File: config.mk
export PLATFORM = sky130hd
export DESIGN_NAME = cascaded_match_timer
export DESIGN_NICKNAME = d
export VERILOG_FILES = /design/src/rtl/cmt_pkg.sv /design/src/rtl/cmt_prescaler.sv /design/src/rtl/cmt_cmp_reg.sv /design/src/rtl/cmt_counter.sv /design/src/rtl/cascaded_match_timer.sv
export SDC_FILE = /design/constraint.sdc
export NUM_CORES = 1
export LEC_CHECK = 0
export ABC_AREA = 1
export BUFFER_PORTS_ARGS = -buffer_cell sky130_fd_sc_hd__buf_2
export CAP_MARGIN = 5
export CORE_MARGIN = 8
export CORE_UTILIZATION = 50
export CTS_CLUSTER_DIAMETER = 60
export DETAILED_ROUTE_END_ITERATION = 8
export PLACE_DENSITY = 0.68
export SLEW_MARGIN = 20
export SYNTH_ARGS = -nofsm -noshare
export SYNTH_HDL_FRONTEND = slang
export SYNTH_SLANG_ARGS = --single-unit
export TNS_END_PERCENT = 10
File: constraint.sdc
create_clock -name clk -period 3.96 [get_ports clk]
set_input_delay 0.594 -clock clk [delete_from_list [all_inputs] [get_ports clk]]
set_output_delay 0.594 -clock clk [all_outputs]
set_load 0.01 [all_outputs]
File: src/rtl/cmt_pkg.sv
package cmt_pkg;
    localparam int STAGE_W  = 8;
    localparam int NSTAGE   = 2;
    localparam int CNT_W    = STAGE_W * NSTAGE;
    localparam int SEL_W    = (NSTAGE > 1) ? $clog2(NSTAGE) : 1;
    localparam int PRE_W    = 11;
    localparam int SLOW_W   = 3;
    localparam int NTAP     = 4;
    localparam int TAP_SHIFT [NTAP] = '{11, 7, 5, 3};

    typedef logic [NSTAGE-1:0][STAGE_W-1:0] stages_t;

    typedef enum logic [1:0] {
        SRC_SLOWEST = 2'd0,
        SRC_SLOW    = 2'd1,
        SRC_FAST    = 2'd2,
        SRC_FASTEST = 2'd3
    } src_e;

    function automatic logic tap_hit(input logic [PRE_W-1:0] c, input int sh);
        logic [PRE_W-1:0] mask;
        mask = PRE_W'((1 << sh) - 1);
        return (c & mask) == mask;
    endfunction
endpackage

File: src/rtl/cmt_prescaler.sv
module cmt_prescaler
    import cmt_pkg::*;
(
    input  logic            clk,
    input  logic            rst,
    input  logic            slow_tick,
    output logic [NTAP-1:0] tap_en,
    output logic            slow_en
);
    logic [PRE_W-1:0]  div_q;
    logic [SLOW_W-1:0] slow_q;

    always_ff @(posedge clk) begin
        if (rst) div_q <= '0;
        else     div_q <= div_q + 1'b1;
    end

    always_ff @(posedge clk) begin
        if (rst)            slow_q <= '0;
        else if (slow_tick) slow_q <= slow_q + 1'b1;
    end

    for (genvar t = 0; t < NTAP; t++) begin : g_tap
        assign tap_en[t] = tap_hit(div_q, TAP_SHIFT[t]);
    end

    assign slow_en = slow_tick && (&slow_q);

    // the fastest tap never fires on two cycles in a row
    p_fast_tap_gap_r5: assert property (@(posedge clk) disable iff (rst)
        tap_en[NTAP-1] |=> !tap_en[NTAP-1]);
    // the slow source tick is only issued on a slow-clock pulse
    p_slow_from_tick_r6: assert property (@(posedge clk) disable iff (rst)
        slow_en |-> slow_tick);
endmodule

File: src/rtl/cmt_cmp_reg.sv
module cmt_cmp_reg
    import cmt_pkg::*;
(
    input  logic               clk,
    input  logic               rst,
    input  logic               we,
    input  logic [SEL_W-1:0]   sel,
    input  logic [STAGE_W-1:0] din,
    output stages_t            cmp
);
    for (genvar g = 0; g < NSTAGE; g++) begin : g_byte
        always_ff @(posedge clk) begin
            if (rst)                            cmp[g] <= '0;
            else if (we && sel == SEL_W'(g))    cmp[g] <= din;
        end
    end

    p_low_write_r4: assert property (@(posedge clk) disable iff (rst)
        (we && sel == '0) |=> cmp[0] == $past(din));
    p_high_write_r4: assert property (@(posedge clk) disable iff (rst)
        (we && sel == SEL_W'(NSTAGE-1)) |=> cmp[NSTAGE-1] == $past(din));
endmodule

File: src/rtl/cmt_counter.sv
module cmt_counter
    import cmt_pkg::*;
(
    input  logic    clk,
    input  logic    rst,
    input  logic    run,
    input  logic    tick,
    input  stages_t cmp,
    output logic    irq
);
    stages_t           stg;
    logic [NSTAGE:0]   carry;
    logic              match;
    logic [CNT_W-1:0]  cnt_flat;

    assign carry[0] = tick;
    assign match    = (stg == cmp);
    assign cnt_flat = stg;

    for (genvar g = 0; g < NSTAGE; g++) begin : g_stage
        assign carry[g+1] = carry[g] & (&stg[g]);
        always_ff @(posedge clk) begin
            if (rst || !run)        stg[g] <= '0;
            else if (tick && match) stg[g] <= '0;
            else if (carry[g])      stg[g] <= stg[g] + 1'b1;
        end
    end

    always_ff @(posedge clk) begin
        if (rst) irq <= 1'b0;
        else     irq <= run && tick && match;
    end

    p_step_r2: assert property (@(posedge clk) disable iff (rst)
        (run && tick && !match) |=> cnt_flat == $past(cnt_flat) + 1'b1);
    p_hold_r2: assert property (@(posedge clk) disable iff (rst)
        (run && !tick) |=> $stable(cnt_flat));
    p_match_clear_r3: assert property (@(posedge clk) disable iff (rst)
        (run && tick && match) |=> (cnt_flat == '0) && irq);
    p_irq_single_r3: assert property (@(posedge clk) disable iff (rst)
        irq |=> !irq);
    p_stop_clear_r7: assert property (@(posedge clk) disable iff (rst)
        !run |=> (cnt_flat == '0) && !irq);
endmodule

File: src/rtl/cascaded_match_timer.sv
module cascaded_match_timer
    import cmt_pkg::*;
(
    input  logic        clk,
    input  logic        rst,
    input  logic        cmp_we,
    input  logic        cmp_hi,
    input  logic [7:0]  cmp_byte,
    input  logic        run,
    input  logic [1:0]  src_sel,
    input  logic        div_mode,
    input  logic        slow_tick,
    output logic        irq,
    output logic        tmr_pulse
);
    logic [NTAP-1:0] tap_en;
    logic            slow_en;
    logic            tick;
    stages_t         cmp;
    src_e            src;

    cmt_prescaler u_pre (
        .clk       (clk),
        .rst       (rst),
        .slow_tick (slow_tick),
        .tap_en    (tap_en),
        .slow_en   (slow_en)
    );

    cmt_cmp_reg u_cmp (
        .clk (clk),
        .rst (rst),
        .we  (cmp_we),
        .sel (SEL_W'(cmp_hi)),
        .din (cmp_byte),
        .cmp (cmp)
    );

    assign src = src_e'(src_sel);

    always_comb begin
        unique case (src)
            SRC_SLOWEST: tick = div_mode ? slow_en : tap_en[0];
            SRC_SLOW:    tick = tap_en[1];
            SRC_FAST:    tick = tap_en[2];
            default:     tick = tap_en[3];
        endcase
    end

    cmt_counter u_cnt (
        .clk  (clk),
        .rst  (rst),
        .run  (run),
        .tick (tick),
        .cmp  (cmp),
        .irq  (irq)
    );

    assign tmr_pulse = 1'b0;

    // in divider mode 1 the slowest source never follows the main-clock tap
    p_slow_src_r6: assert property (@(posedge clk) disable iff (rst)
        (div_mode && src == SRC_SLOWEST && tick) |-> slow_tick);
endmodule

; ---- After elaboration in Yosys (flattened, before gate mapping)
; Index checks and enable logic that the tools add are counted.
[op_classes]
n_addsub = 4
multipliers = 0
div_mod_pow = 0
n_lt_le_gt_ge = 0
n_eq_ne = 7
shift = 0
muxes = 2
bitwise = 2
n_reduce_logical = 12
[ops]
columns = operator, n
row1 = $add 8x1->8 const B, 2
row2 = $eq 16x16->1, 1
row3 = $add 11x1->11 const B, 1
row4 = $eq 11x11->1 const B, 1
row5 = $reduce_and 8->1, 1
row6 = $eq 7x7->1 const B, 1
row7 = $logic_and 1x1->1, 6
row8 = $eq 5x5->1 const B, 1
row9 = $add 3x1->3 const B, 1
row10 = $eq 3x3->1 const B, 1
row11 = $pmux 1 s3, 1
row12 = $reduce_and 3->1, 1
row13 = $eq 2x1->1 const B, 1
row14 = $eq 2x2->1 const B, 1
row15 = $logic_not 2->1, 1
row16 = $reduce_or 2->1, 1
row17 = $and 1x1->1, 1
row18 = $logic_not 1->1, 1
row19 = $logic_or 1x1->1, 1
row20 = $mux 1, 1
row21 = $not 1->1, 1
[totals]
regBits = 47
latchBits = 0
ramBits = 0
mem_bits_ro = 0
out_inout_bits = 2
word_cells = 34
memories = 0

; ---- Longest topological paths before layout
[logic_depth]
depth_word = 6
ltp_mapped = 11
mapped_depth_nobuf = 10

; ---- By module
; Synthesis repeated with hierarchy kept, for this count alone.
[hier_totals]
hier_cells = 370
area_unflattened_um2 = 2517.4
[by_module_without_submodules]
columns = module, instances, cells_each, area_per_inst_um2
row1 = cmt_counter, 1, 181, 1117.3
row2 = cmt_prescaler, 1, 84, 669.4
row3 = cmt_cmp_reg, 1, 89, 656.9
row4 = cascaded_match_timer, 1, 16, 73.8

; ---- Least setup slack after synthesis
; OpenSTA, ideal clock, no wires.
[synth_timing]
path_kind = reg2reg
start = register u_pre.div_q[0]
end = register u_cnt.stg (netlist bit u_cnt.cnt_flat[0])
setup_ns = 0.066
t_arrival_ns = 1.794
setup_slack_ns = 2.100
path_stages_with_launch = 12
path_buffers = 1
synth_period_minus_slack_ns = 1.860
cell_sequence = dfxtp_1 > ha_1 > nand3_1 > inv_1 > ha_1 > and3_4 > a21oi_4 > nand3_4 > nand2_4 > nand2_4 > buf_6 > a21oi_2
[synth_between]
elab_chain_len = 5
elab_cells_between_ends = 8
cone_classes = eq/ne (4) / mux (2) / reduce/logical (2)
[synth_lines]
columns = element, line_no
row1 = "start, declared", cmt_prescaler.sv:10  ; logic [PRE_W-1:0] div_q;
row2 = "start signal, assigned", cmt_prescaler.sv:15  ; else div_q <= div_q + 1'b1;
row3 = $eq 11x11->1, cmt_pkg.sv:23  ; return (c & mask) == mask;
row4 = $mux 1, cascaded_match_timer.sv:43  ; SRC_SLOWEST: tick = div_mode ? slow_en : tap_en[0];
row5 = $pmux 1 s3 (*), cascaded_match_timer.sv:42  ; unique case (src)
row6 = $logic_and 1x1->1, cmt_counter.sv:24  ; else if (tick && match) stg[g] <= '0;
row7 = $reduce_or 2->1 (no source line), --
row8 = "end signal, assigned by index", cmt_counter.sv:25  ; else if (carry[g]) stg[g] <= stg[g] + 1'b1;
row9 = "end, declared", cmt_counter.sv:11  ; stages_t stg;
; Every way passes the cells marked *; elsewhere a longest branch is shown, timed or not.
; A chain may end at the register's enable or synchronous reset.

; ---- Worst setup path in the final report
[layout_timing]
start = register u_pre.div_q[0]
end = register u_cnt.stg (netlist bit u_cnt.cnt_flat[14])
; Same word-level chain as after synthesis.

==> flow_summary.json <==
{
  "status": "finished clean",
  "final_cells": 378,
  "synth-seq-cells": 47,
  "maxSlewHeadroom_pct": 64.23,
  "die_y_um": 84.97,
  "syn2layout_area_growth_pct": 7.154,
  "grt_setup_unrepaired": "false",
  "finalCriticalPeriod_ns": 2.174,
  "overflow": 0,
  "setup-tns-final_ns": 0,
  "core_region_area_um2": 4661,
  "antenna_found_initial": 0,
  "cts-resized-gates": 0,
  "grt_pass1_wl_um": 8542,
  "grt_max_degree": 24,
  "p_comb_share_pct": 8.4,
  "startpoint_type": "flop",
  "pin_count": 19,
  "synthCells": 308,
  "syn-mean-instance-area_um2": 7.723,
  "htree_levels": 2,
  "tritoncts": "yes",
  "ir_worst_vdd_uv": 247.8,
  "p_sw_share_pct": 24.50,
  "post-route-drc-count": 0,
  "wl_per_cell_um": 13.11,
  "yosysTopAreaCellShare_pct": 39.56,
  "final_cell_mix": "nor2_1, dfxtp_1, nand2_1, inv_1, o21ai_0",
  "n_antenna_cell": 0,
  "fin_skew_ns": 0.007236,
  "min_period_over_period_pct": 54.90,
  "worstPathRequired_ns": 4.20,
  "drtAntennaViolNets": 0,
  "yosysSeqAreaShare_pct": 39.56,
  "clock-sinks": 47,
  "synth_area_leaders": "dfxtp_1, nor2_1, nand2_1, xnor2_1, inv_1",
  "hp-class": "reg2reg",
  "power.leakage_nw": 1.027,
  "clockBufferDepth": 2,
  "crit_path_end_kind": "flop",
  "placed_cells": 370,
  "clock_latency_ns": 0.30,
  "die_width_um": 84.97,
  "cp_slowest_cell": "dfxtp_1",
  "post-route-util_pct": 54.68,
  "p_per_area_nw_per_um2": 333.4,
  "clk_pin_slew_ns": 0.08,
  "intPower_mw": 0.6416,
  "place.port_buffers": 17,
  "hpwl_um": 3685,
  "finalMaxSlewViolations": 0,
  "die-area_um2": 7220,
  "gp_congestion": 0.8892,
  "cpLargestDelayFamily": "simple AND/OR/NAND/NOR gates",
  "finalHoldViolCount": 0,
  "slowest_delay_ns": 0.33,
  "fillers": 473,
  "cp_max_fo": 18,
  "via_per_inst": 5.132,
  "num_rows": 25,
  "drive_gt1_share_pct": 12.96,
  "drtIter0Drc": 100,
  "cts_setup_buffers": 0,
  "yosysWarningCount": 0,
  "path_cells": "ha_1 -> nand3_1 -> inv_1 -> ha_1 -> and3_4 -> a21oi_4 -> nand3_4 -> nand2_1 -> nand2_1 -> a21oi_2",
  "first_pass_iters": 7,
  "synthArstFlopShare_pct": 0,
  "syn-num-nets": 332,
  "nNetsFinal": 347,
  "setup_viol": 0,
  "power_frac_clock_pct": 32.9,
  "max_freq_mhz": 460.0,
  "tightest_slew_ns": 0.5360,
  "grt_pass1_vias": 1861,
  "ctsHoldBuffers": 0,
  "cp_num_buf_inv": 1,
  "wl_um": 4956,
  "initial_core_util_pct": 51.03,
  "track_usage_pct": 14.39,
  "syn_area_um2": 2379,
  "crit_arrival_ns": 2.41,
  "numCtsBuffers": 5,
  "switching_power_mw": 0.2082,
  "synth_edf_count": 0,
  "cap_violations": 0,
  "ys_types": 30,
  "yosys.area.top_type": "dfxtp_1",
  "vias": 1940,
  "seqPwrFrac_pct": 58.7,
  "crit_type": "reg2reg",
  "layout_commonest_cell": "nor2_1",
  "ys.flop_type": "dfxtp_1",
  "cts-root-buf": "clkbuf_8"
}
==> per-stage QoR <==
stage	worst slack (ns)	instance area (um2)	power (mW)	hold WS, ns
floorplan	2.100	2379	0.5605	0.4175
global placement	1.874	2467	0.5804	0.4309
detailed placement	1.808	2467	0.5821	0.4431
CTS	1.782	2549	0.8588	0.4573
global route	1.622	2549	0.8940	0.4885
finish	1.786	2549	0.8499	0.4533
==> cell families after synthesis <==
family	count (synthesis)	share of synthesized area [%]
AOI/OAI and AO/OA	48	12.26
xor gates and xnor gates	26	9.574
adders and majority gates	7	3.682
buffers and inverters	39	7.417
DFF	47	39.56
other	1	0.1577
and+or+nand+nor	140	27.35
==> power groups by stage <==
stage               Clock (mW)  Combinational [mW]  Sequential, mW
floorplan                    0              0.0532           0.507
global placement             0              0.0710           0.509
detailed placement           0              0.0723           0.510
CTS                      0.287              0.0726           0.499
global route             0.309              0.0839           0.501
finish                   0.280              0.0718           0.498
==> area by class of cell <==
| type | instances | area, um2 | area share, % |
|---|---|---|---|
| Clock inverter | 1 | 5.005 | 0.1964 |
| Clock buffer | 7 | 76.32 | 2.995 |
| Multi-Input combinational cell | 222 | 1261 | 49.48 |
| Timing Repair Buffer | 17 | 85.08 | 3.338 |
| Tap cell | 54 | 67.56 | 2.651 |
| Sequential cell | 47 | 940.9 | 36.92 |
| Inverter | 30 | 112.6 | 4.418 |
==> synthesized netlist by cell type, types with 3 or more instances <==
master,number
ha_1,7
nor3_1,3
xor2_1,9
dfxtp_1,47
nor2_1,52
xnor2_1,17
o21ai_0,22
nand4_1,13
clkbuf_1,3
nand2_1,43
a21oi_1,13
inv_1,30
nand3_1,20
a21oi_2,10
==> state kept, by name, indices dropped and copies added (netlist names) <==
name and count:
u_cmp.cmp 16, u_cnt.cnt_flat 16, u_cnt.irq 1, u_pre.div_q 11
u_pre.slow_q 3
==> layer usage <==
metal | track usage [%] | part of all wire, % | up-vias
met4 | 4.854 | 1.5 | 0
met1 | 17.21 | 48 | 869
met5 | 0 | 0 | -
met3 | 4.440 | 4.1 | 8
li1 | - | - | 1032
met2 | 23.72 | 46 | 31
==> final timing paths <==
kind,from,to,slack (ns),depth (start not counted)
worst max-delay path,u_pre.div_q[0]$_SDFF_PP0_,u_cnt.cnt_flat[14]$_SDFFE_PP0P_,1.79,10
worst min-delay path,u_pre.div_q[0]$_SDFF_PP0_,u_pre.div_q[0]$_SDFF_PP0_,0.45,1
worst max register to register,u_pre.div_q[0]$_SDFF_PP0_,u_cnt.cnt_flat[14]$_SDFFE_PP0P_,1.79,10
worst min register to register,u_pre.div_q[0]$_SDFF_PP0_,u_pre.div_q[0]$_SDFF_PP0_,0.45,1
No activity file was read; power rests on OpenSTA's default activity.
